### src/rtl/tmr_pkg.sv
package tmr_pkg;

  typedef enum logic [1:0] {
    MODE_ONCE   = 2'd0,
    MODE_RELOAD = 2'd1,
    MODE_FREE   = 2'd2,
    MODE_FREE2  = 2'd3
  } mode_e;

  // Strobes decoded by control, consumed by each timer datapath
  typedef struct packed {
    logic start;
    logic stop;
    logic clr;
  } strobe_t;

  typedef struct packed {
    logic [3:0] baseSel;
    logic       cascEn;
    logic [1:0] width;
    logic [1:0] div;
    mode_e      mode;
  } cfg_t;

  localparam logic [1:0] REG_PERIOD = 2'd0;
  localparam logic [1:0] REG_CFG    = 2'd1;
  localparam logic [1:0] REG_CTRL   = 2'd2;
  localparam logic [1:0] REG_COUNT  = 2'd3;

  localparam int CMD_START = 0;
  localparam int CMD_STOP  = 1;
  localparam int CMD_CLR   = 2;

endpackage

### src/rtl/tmr_ctrl.sv
module tmr_ctrl
  import tmr_pkg::*;
#(
  parameter int N_TMR  = 4,
  parameter int CNT_W  = 32,
  parameter int ADDR_W = 4
) (
  input  logic              clk,
  input  logic              rstN,
  input  logic              wrEn,
  input  logic [ADDR_W-1:0] addr,
  input  logic [CNT_W-1:0]  wrData,
  input  logic [CNT_W-1:0]  countIn [N_TMR],
  input  logic [N_TMR-1:0]  runIn,
  input  logic [N_TMR-1:0]  irqIn,
  output logic [CNT_W-1:0]  periodQ [N_TMR],
  output cfg_t              cfgQ    [N_TMR],
  output strobe_t           strb    [N_TMR],
  output logic [CNT_W-1:0]  rdData
);

  localparam int IDX_W = ADDR_W - 2;

  logic [IDX_W-1:0] idx;
  logic [1:0]       sel;
  logic [CNT_W-1:0] rdNext;
  logic             unusedWr;

  assign idx      = addr[ADDR_W-1:2];
  assign sel      = addr[1:0];
  assign unusedWr = ^{wrData[CNT_W-1:12], wrData[7]};

  for (genvar i = 0; i < N_TMR; i++) begin : g_reg
    logic hitMe;
    assign hitMe = wrEn && (idx == IDX_W'(i));

    assign strb[i].start = hitMe && (sel == REG_CTRL) && wrData[CMD_START];
    assign strb[i].stop  = hitMe && (sel == REG_CTRL) && wrData[CMD_STOP];
    assign strb[i].clr   = hitMe && (sel == REG_CTRL) && wrData[CMD_CLR];

    always_ff @(posedge clk) begin
      if (!rstN) begin
        periodQ[i] <= '0;
        cfgQ[i]    <= '0;
      end else if (hitMe && sel == REG_PERIOD) begin
        periodQ[i] <= wrData;
      end else if (hitMe && sel == REG_CFG) begin
        cfgQ[i].mode    <= mode_e'(wrData[1:0]);
        cfgQ[i].div     <= wrData[3:2];
        cfgQ[i].width   <= wrData[5:4];
        cfgQ[i].cascEn  <= wrData[6];
        cfgQ[i].baseSel <= wrData[11:8];
      end
    end
  end

  always_comb begin
    rdNext = '0;
    unique case (sel)
      REG_PERIOD: rdNext = periodQ[idx];
      REG_CFG: begin
        rdNext[1:0]  = cfgQ[idx].mode;
        rdNext[3:2]  = cfgQ[idx].div;
        rdNext[5:4]  = cfgQ[idx].width;
        rdNext[6]    = cfgQ[idx].cascEn;
        rdNext[11:8] = cfgQ[idx].baseSel;
      end
      REG_CTRL: begin
        rdNext[0] = runIn[idx];
        rdNext[1] = irqIn[idx];
      end
      default: rdNext = countIn[idx];
    endcase
  end

  always_ff @(posedge clk) begin
    if (!rstN) rdData <= '0;
    else       rdData <= rdNext;
  end

endmodule

### src/rtl/tmr_unit.sv
module tmr_unit
  import tmr_pkg::*;
#(
  parameter int CNT_W = 32,
  parameter int PRE_W = 4
) (
  input  logic             clk,
  input  logic             rstN,
  input  strobe_t          strb,
  input  cfg_t             cfg,
  input  logic [CNT_W-1:0] period,
  input  logic             useExt,
  input  logic             extTick,
  output logic [CNT_W-1:0] count,
  output logic             running,
  output logic             irq,
  output logic             evt
);

  logic [PRE_W-1:0] preCnt;
  logic [PRE_W-1:0] preMax;
  logic [1:0]       pulseLeft;
  logic             tick;
  logic             hit;
  logic             levelMode;
  logic             unusedCfg;

  assign unusedCfg = ^{cfg.baseSel, cfg.cascEn};

  always_comb begin
    unique case (cfg.div)
      2'd0:    preMax = PRE_W'(0);
      2'd1:    preMax = PRE_W'(1);
      2'd2:    preMax = PRE_W'(3);
      default: preMax = PRE_W'(15);
    endcase
  end

  assign tick      = running && (useExt ? extTick : (preCnt == preMax));
  assign hit       = tick && (count == '0) && !strb.start && !strb.stop;
  assign levelMode = (cfg.width == 2'd0);

  always_ff @(posedge clk) begin
    if (!rstN) begin
      running <= 1'b0;
      count   <= '0;
      preCnt  <= '0;
    end else if (strb.start) begin
      running <= 1'b1;
      count   <= period;
      preCnt  <= '0;
    end else if (strb.stop) begin
      running <= 1'b0;
    end else if (running) begin
      preCnt <= (preCnt == preMax) ? '0 : preCnt + 1'b1;
      if (tick) begin
        if (count == '0) begin
          unique case (cfg.mode)
            MODE_ONCE:   running <= 1'b0;
            MODE_RELOAD: count   <= period;
            default:     count   <= '1;
          endcase
        end else begin
          count <= count - 1'b1;
        end
      end
    end
  end

  always_ff @(posedge clk) begin
    if (!rstN) evt <= 1'b0;
    else       evt <= hit;
  end

  always_ff @(posedge clk) begin
    if (!rstN) begin
      irq       <= 1'b0;
      pulseLeft <= '0;
    end else if (hit) begin
      irq       <= 1'b1;
      pulseLeft <= (cfg.width == 2'd3) ? 2'd3 : (cfg.width == 2'd2) ? 2'd1 : 2'd0;
    end else if (strb.clr) begin
      irq <= 1'b0;
    end else if (irq && !levelMode) begin
      if (pulseLeft == 2'd0) irq <= 1'b0;
      else                   pulseLeft <= pulseLeft - 1'b1;
    end
  end

  AST_ONESHOT_HALTS: assert property (@(posedge clk) disable iff (!rstN)
    (hit && cfg.mode == MODE_ONCE) |=> !running);
  AST_AUTO_RELOAD: assert property (@(posedge clk) disable iff (!rstN)
    (hit && cfg.mode == MODE_RELOAD) |=> (count == $past(period) && running));
  AST_FREE_WRAP: assert property (@(posedge clk) disable iff (!rstN)
    (hit && cfg.mode[1]) |=> (count == '1));
  AST_STOP_FREEZE: assert property (@(posedge clk) disable iff (!rstN)
    (!running && !strb.start) |=> $stable(count));
  AST_START_LOAD: assert property (@(posedge clk) disable iff (!rstN)
    strb.start |=> (running && count == $past(period)));
  AST_LEVEL_STICKY: assert property (@(posedge clk) disable iff (!rstN)
    (irq && levelMode && !strb.clr) |=> irq);
  AST_EVENT_WINS: assert property (@(posedge clk) disable iff (!rstN)
    hit |=> (irq && evt));

endmodule

### src/rtl/tmr_bank.sv
module tmr_bank
  import tmr_pkg::*;
#(
  parameter int N_TMR = 4,
  parameter int CNT_W = 32
) (
  input  logic                      clk,
  input  logic                      rstN,
  input  logic                      wrEn,
  input  logic [$clog2(N_TMR)+1:0]  addr,
  input  logic [CNT_W-1:0]          wrData,
  output logic [CNT_W-1:0]          rdData,
  output logic [N_TMR-1:0]          irq
);

  localparam int IDX_W  = $clog2(N_TMR);
  localparam int ADDR_W = IDX_W + 2;

  logic [CNT_W-1:0] periodQ [N_TMR];
  logic [CNT_W-1:0] countQ  [N_TMR];
  cfg_t             cfgQ    [N_TMR];
  strobe_t          strb    [N_TMR];
  logic [N_TMR-1:0] runQ;
  logic [N_TMR-1:0] evtQ;
  logic [N_TMR-1:0] useExt;
  logic [N_TMR-1:0] extTick;

  tmr_ctrl #(.N_TMR(N_TMR), .CNT_W(CNT_W), .ADDR_W(ADDR_W)) u_ctrl (
    .clk     (clk),
    .rstN    (rstN),
    .wrEn    (wrEn),
    .addr    (addr),
    .wrData  (wrData),
    .countIn (countQ),
    .runIn   (runQ),
    .irqIn   (irq),
    .periodQ (periodQ),
    .cfgQ    (cfgQ),
    .strb    (strb),
    .rdData  (rdData)
  );

  for (genvar i = 0; i < N_TMR; i++) begin : g_tmr
    if (i == 0) begin : g_root
      assign useExt[i]  = 1'b0;
      assign extTick[i] = 1'b0;
    end else begin : g_chain
      assign useExt[i]  = cfgQ[i].cascEn && (cfgQ[i].baseSel < 4'(i));
      assign extTick[i] = evtQ[cfgQ[i].baseSel[IDX_W-1:0]];
    end

    tmr_unit #(.CNT_W(CNT_W)) u_unit (
      .clk     (clk),
      .rstN    (rstN),
      .strb    (strb[i]),
      .cfg     (cfgQ[i]),
      .period  (periodQ[i]),
      .useExt  (useExt[i]),
      .extTick (extTick[i]),
      .count   (countQ[i]),
      .running (runQ[i]),
      .irq     (irq[i]),
      .evt     (evtQ[i])
    );
  end

endmodule

### config.mk
export PLATFORM = sky130hd
export DESIGN_NAME = tmr_bank
export DESIGN_NICKNAME = d
export VERILOG_FILES = /design/src/rtl/tmr_pkg.sv /design/src/rtl/tmr_ctrl.sv /design/src/rtl/tmr_unit.sv /design/src/rtl/tmr_bank.sv
export SDC_FILE = /design/constraint.sdc
export NUM_CORES = 1
export LEC_CHECK = 0
export ABC_AREA = 1
export BUFFER_PORTS_ARGS = -buffer_cell sky130_fd_sc_hd__buf_4
export CAP_MARGIN = 5
export CORE_MARGIN = 8
export CORE_UTILIZATION = 40
export CTS_CLUSTER_DIAMETER = 80
export DETAILED_ROUTE_END_ITERATION = 10
export GPL_TIMING_DRIVEN = 0
export SLEW_MARGIN = 20
export SYNTH_ARGS = -nofsm -noshare
export SYNTH_HDL_FRONTEND = slang
export SYNTH_SLANG_ARGS = --single-unit
### constraint.sdc
create_clock -name clk -period 1.85 [get_ports clk]
set_input_delay 0 -clock clk [delete_from_list [all_inputs] [get_ports clk]]
set_output_delay 0 -clock clk [all_outputs]
set_load 0.01 [all_outputs]
# Yosys cells after proc, flatten, opt, wreduce, memory -nomap -nowiden
# Cells that the tools add are included.
# Widths: inputs -> output; s select.
[totals]
latch_bits = 0
romBits = 0
mem_bits_rw = 0
in_bits = 39
wordCells = 377
register_bits = 368
output_inout_bits = 36
memories = 0
[classes]
n_lt_le_gt_ge = 8
shifts = 0
addsub = 12
div = 0
bitwise = 10
n_mux = 123
reduce_logical = 130
mul = 0
eq_ne = 45
[ops]
columns = ["cell", "n"]
rows = [
  ["$mux 32", 24],
  ["$pmux 32 s2", 4],
  ["$bmux 32 s2", 2],
  ["$logic_not 32->1", 4],
  ["$sub 32x1->32 const B", 4],
  ["$pmux 4 s3", 5],
  ["$mux 1", 52],
  ["$logic_and 1x1->1", 51],
  ["$mux 2", 20],
  ["$pmux 20 s2", 1],
  ["$logic_not 2->1", 18],
  ["$eq 2x2->1 const B", 15],
  ["$reduce_and 2->1", 12],
  ["$reduce_bool 2->1", 12],
  ["$reduce_bool 3->1", 8],
  ["$bmux 11 s2", 1],
  ["$mux 11", 2],
  ["$eq 2x1->1 const B", 10],
  ["$add 4x1->4 const B", 4],
  ["$eq 4x4->1", 4],
  ["$mux 4", 4],
  ["$ne 2x1->1 const B", 8],
  ["$reduce_and 4->1", 4],
  ["$pmux 5 s3", 1],
  ["15 further kinds", 58],
]

# Longest topological paths before layout
[logic_depth]
word_depth = 10
mapped_depth = 15
mapped_depth_nobuf = 14

# By module
# From an unflattened synthesis, not the netlist that was laid out.
[unflattened]
hier_cells = 3831
area_unflattened_um2 = 22899.5
[modules_own_cells]
columns = ["module", "seq_area_each_um2", "area_per_inst_um2", "cells_each", "n_inst"]
rows = [
  ["tmr_ctrl", 4083.9, 9598.0, 1532, 1],
  ["tmr_unit (g_tmr[2].u_unit ...)", 820.8, 3324.4, 568, 2],
  ["tmr_unit (g_tmr[0].u_unit)", 820.8, 3263.1, 569, 1],
  ["tmr_unit (g_tmr[1].u_unit)", 820.8, 3225.6, 554, 1],
  ["tmr_bank", 0.0, 163.9, 40, 1],
]

# Worst setup path after synthesis
# Ideal clock, no wire load.
[synth_timing]
path_kind = "register to register"
from = "register g_tmr[1].u_unit.count[0]"
to = "register g_tmr[1].u_unit.count[26]"
setup_ns = 0.128
t_arrival_ns = 1.857
path_buffers = 1
required_time_ns = 1.722
period_less_slack_ns = 1.984
slack_ns = -0.134
path_stages_with_launch = 13
path_cell_list = "dfxtp_1 inv_1 ha_1 nand3_1 nor2_4 nand3_2 o21ai_2 buf_2 nand3_1 nand2_1 nand2_1 nand2_1 nor2_1"
[synth_between]
elab_chain_len = 6
word_cells_on_any_way = 9
classes_between = "add/sub: 1; eq/ne: 1; mux: 5; reduce/logical: 2"
[synth_lines]
columns = ["item", "line", "source"]
rows = [
  ["start, declared", "tmr_unit.sv:14", "output logic [CNT_W-1:0] count,"],
  ["start signal, assigned", "tmr_unit.sv:50", "count <= period;"],
  ["start signal, assigned", "tmr_unit.sv:60", "MODE_RELOAD: count <= period;"],
  ["start signal, assigned", "tmr_unit.sv:64", "count <= count - 1'b1;"],
  ["$sub 32x1->32 or $logic_not 32->1 (tied branches)", "tmr_unit.sv:64, tmr_unit.sv:57", ""],
  ["$mux 32", "tmr_unit.sv:57", "if (count == '0) begin"],
  ["$mux 32", "tmr_unit.sv:56", "if (tick) begin"],
  ["$mux 32", "tmr_unit.sv:54", "end else if (running) begin"],
  ["$mux 32", "tmr_unit.sv:52", "end else if (strb.stop) begin"],
  ["$mux 32", "tmr_unit.sv:48", "end else if (strb.start) begin"],
]
# Parallel ways exist; a longest one is shown, timed or not. The select of a mux whose other input is x is not followed.
# A chain may end at the register's enable or synchronous reset.

# Final worst setup path
[layout_timing]
from = "register g_tmr[1].u_unit.count[0]"
to = "register g_tmr[1].u_unit.count[1]"
# Same word-level chain as after synthesis.

==> qor.txt <==
status -> finished, violations left
failing checks -> setup timing
Remaining DRCs -> 0
drt via density -> 5.79
Fin. Hold Viols -> 0
Clock Latency Late Sink -> 0.60 ns
peak supply drop -> 0.672 mV
CP startpoint kind -> register
CTS Sinks -> 368
Non-Filler Instances -> 4503
Setup Crit Path Kind -> reg2reg
starting density of the core -> 40.5%
vias in the first global route -> 23500
CP max FO -> 8
Crit. End Element -> register
post-route setup slack -> -0.227 ns
synth warn -> 0
Clock Skew -> 0.0239 ns
Mapped Cells -> 3444
most area-hungry cell type in the Yosys netlist -> dfxtp_1
Mean Syn Cell Area -> 6.17 µm²
Netlist cell types -> 45
fmax -> 482 MHz
Synth area leaders -> dfxtp_1, nand2_1, nor2_1, o21ai_0, inv_1
IO Port Bufs -> 72
RSZ-0062 raised after global routing -> yes
CP required -> 2.36 ns
largest net degree at the start of global routing -> 14
FF+latch count, synth -> 368
Pwr per Cell Area -> 842 mW/mm²
row cnt -> 84
multi-input logic area -> 0.0138 mm²
final setup TNS -> -15.62 ns
Die Wd -> 247 µm
GR Util All Layers -> 33.2%
Slew headroom -> 14.9%
via count -> 26100
first-pass GRT wire length -> 151 mm
synthesized area -> 0.0213 mm²
Worst Tran Pin Value -> 1.28 ns
Antenna Nets Post-Route -> 0
die area -> 0.0608 mm²
Hold Path Stages -> 5
FF+latch area -> 0.00747 mm²
DR pass1 iterations -> 6
fin area -> 0.0294 mm²
initial antenna violation count -> 2
endpoints failing setup -> 124
overall die height -> 247 µm
core outline area -> 0.0526 mm²
setup slack, reg-to-reg -> -0.23 ns
GRT overflow -> 0
deepest clock path buffer count -> 3
GPL Wtd Cong -> 1.05
top-area cell type share of the netlist area -> 34.7%
Seq/Total Area, Yosys -> 34.7%
Final Cycle Share -> 112%
Tmin final -> 2.08 ns
Slew Limit Fails -> 0
nets -> 3830
syn_nets -> 3496
WP data arrival -> 2.59 ns
HP Class -> in2reg
Max-Cap Viols -> 0
Starting DRT DRC Count -> 3679
Util after Layout -> 56.0%
CTS tree -> yes
average wire per standard cell -> 23.7 µm
Post-DP Area -> 0.0227 mm²
R2R cell count -> 13
H-tree depth -> 2
Detail Placement HPWL -> 77.3 mm
IO Count -> 75
Root Driver -> clkbuf_16
hold slack -> 0.0341 ns
Area growth, synth to finish -> 38.4%
DRT Wirelength -> 107 mm
ANT cells -> 0
Placed Cells -> 4204
Leak Pwr -> 13.5 nW
Layout fillers -> 5154
Num CTS Buffers -> 45
layout cell share with drive strength beyond 1 -> 24.1%
Clock transition at path regs -> 0.06 ns
[worst max-delay path: stages, from the launching register on]
cell     delay, ns
dfxtp_2       0.32
inv_4         0.06
ha_4          0.15
nand3_4       0.11
nor2_4        0.16
nand3_4       0.10
nor2_4        0.24
nand2_2       0.11
nand3_4       0.20
nand2_8       0.15
buf_6         0.18
nand2_1       0.05
nand2_1       0.04
nor2_1        0.11
[report_power, final]
| group | internal, mW | switching [mW] |
|---|---|---|
| combinational | 2.22 | 3.86 |
| sequential | 8.06 | 0.144 |
| clock | 6.54 | 3.95 |
[logic make-up after synthesis]
logic type,count (synthesis),share of synthesized area (%)
simple gates,1660,31.8
compound gates,745,18.7
buf+inv,578,10.7
flops,368,34.7
xor+xnor,80,3.30
fa+ha+maj,13,0.765
[routing by layer]
metal	vias up	global-route usage [%]	wire [µm]
met5	-	0	0
met1	12200	45.1	42100
met3	357	6.66	13200
met2	1708	48.1	43500
met4	0	19.5	7710
li1	11900	-	-
[placed cells by master, fill, tap and decap left out, types with 13 or more instances in the layout]
cell type / instances
nand2_1: 611
nor2_1: 445
inv_1: 375
o21ai_0: 314
dfxtp_1: 314
a21oi_1: 228
buf_4: 189
nand3_1: 168
o22ai_1: 112
nand2_2: 102
nor2_4: 91
clkbuf_1: 90
xor2_1: 77
nor2_2: 72
nand3_2: 55
clkbuf_16: 53
dlygate4sd3_1: 43
nand2_4: 42
dfxtp_2: 41
buf_6: 33
nand4_1: 31
inv_2: 29
a21oi_2: 29
buf_8: 24
nand3_4: 18
buf_12: 16
clkbuf_8: 13
o21ai_1: 13
a22oi_1: 13
dfxtp_4: 13
[cell usage after synthesis, drive strengths merged]
cell and instances:
buf 58, dfxtp 368, o2111ai 1, clkbuf 101, o211ai 3, o31ai 2, a21oi 260, ha 13
xnor2 3, and2 3, nand4 31, nor2 608, clkinv 4, nand3 240, a22oi 13, nand2 763
a41oi 1, a221oi 1, o311ai 1, nor3 10, inv 415, o21ai 338, a22o 1, nor4 1
a31oi 1, o221ai 6, o21bai 1, o22ai 112, xor2 77, a211oi 4, nand3b 4
[final cells by class]
cell class	instances	area share, %
timing repair inverter	1	0.0681
tap	688	2.93
clock inverter	25	1.45
multi-input combinational	2499	47.0
timing repair buffer	287	9.65
clock buffer	59	4.46
sequential	368	25.4
buffer	157	3.53
inverter	419	5.51
[sequential cells by signal, indices dropped and copies added (netlist names)]
| register | count |
|---|---|
| u_ctrl.periodQ | 128 |
| g_tmr.u_unit.pulseLeft | 8 |
| g_tmr.u_unit.running | 4 |
| u_ctrl.rdData | 32 |
| g_tmr.u_unit.count | 128 |
| u_ctrl.cfgQ | 44 |
| g_tmr.u_unit.preCnt | 16 |
| g_tmr.u_unit.evt | 4 |
| g_tmr.u_unit.irq | 4 |
[per-stage QoR]
stage	worst slack, ns	total power, mW
finish	-0.227	24.8
floorplan	0.0127	11.0
global route	-0.290	25.5
detailed placement	-0.965	12.4
global placement	-1.00	12.4
CTS	-0.174	23.9
[final timing paths]
path	from	endpoint
max	g_tmr[1].u_unit.count[0]	g_tmr[1].u_unit.count[1]
min	wrEn	u_ctrl.cfgQ[34]
max reg2reg	g_tmr[1].u_unit.count[0]	g_tmr[1].u_unit.count[1]
min reg2reg	u_ctrl.periodQ[127]	u_ctrl.periodQ[127]
[repair_timing]
| action | CTS | global route |
|---|---|---|
| pin swaps | 96 | 164 |
| hold buffers | 43 | 0 |
| gates resized for setup | 476 | 415 |
| cloned | 23 | 6 |
| hold endpoints to repair | 189 | 0 |
| buffers inserted | 106 | 49 |
| endpoints found under the setup margin | 173 | 225 |
No activity file was read; power rests on OpenSTA's default activity.
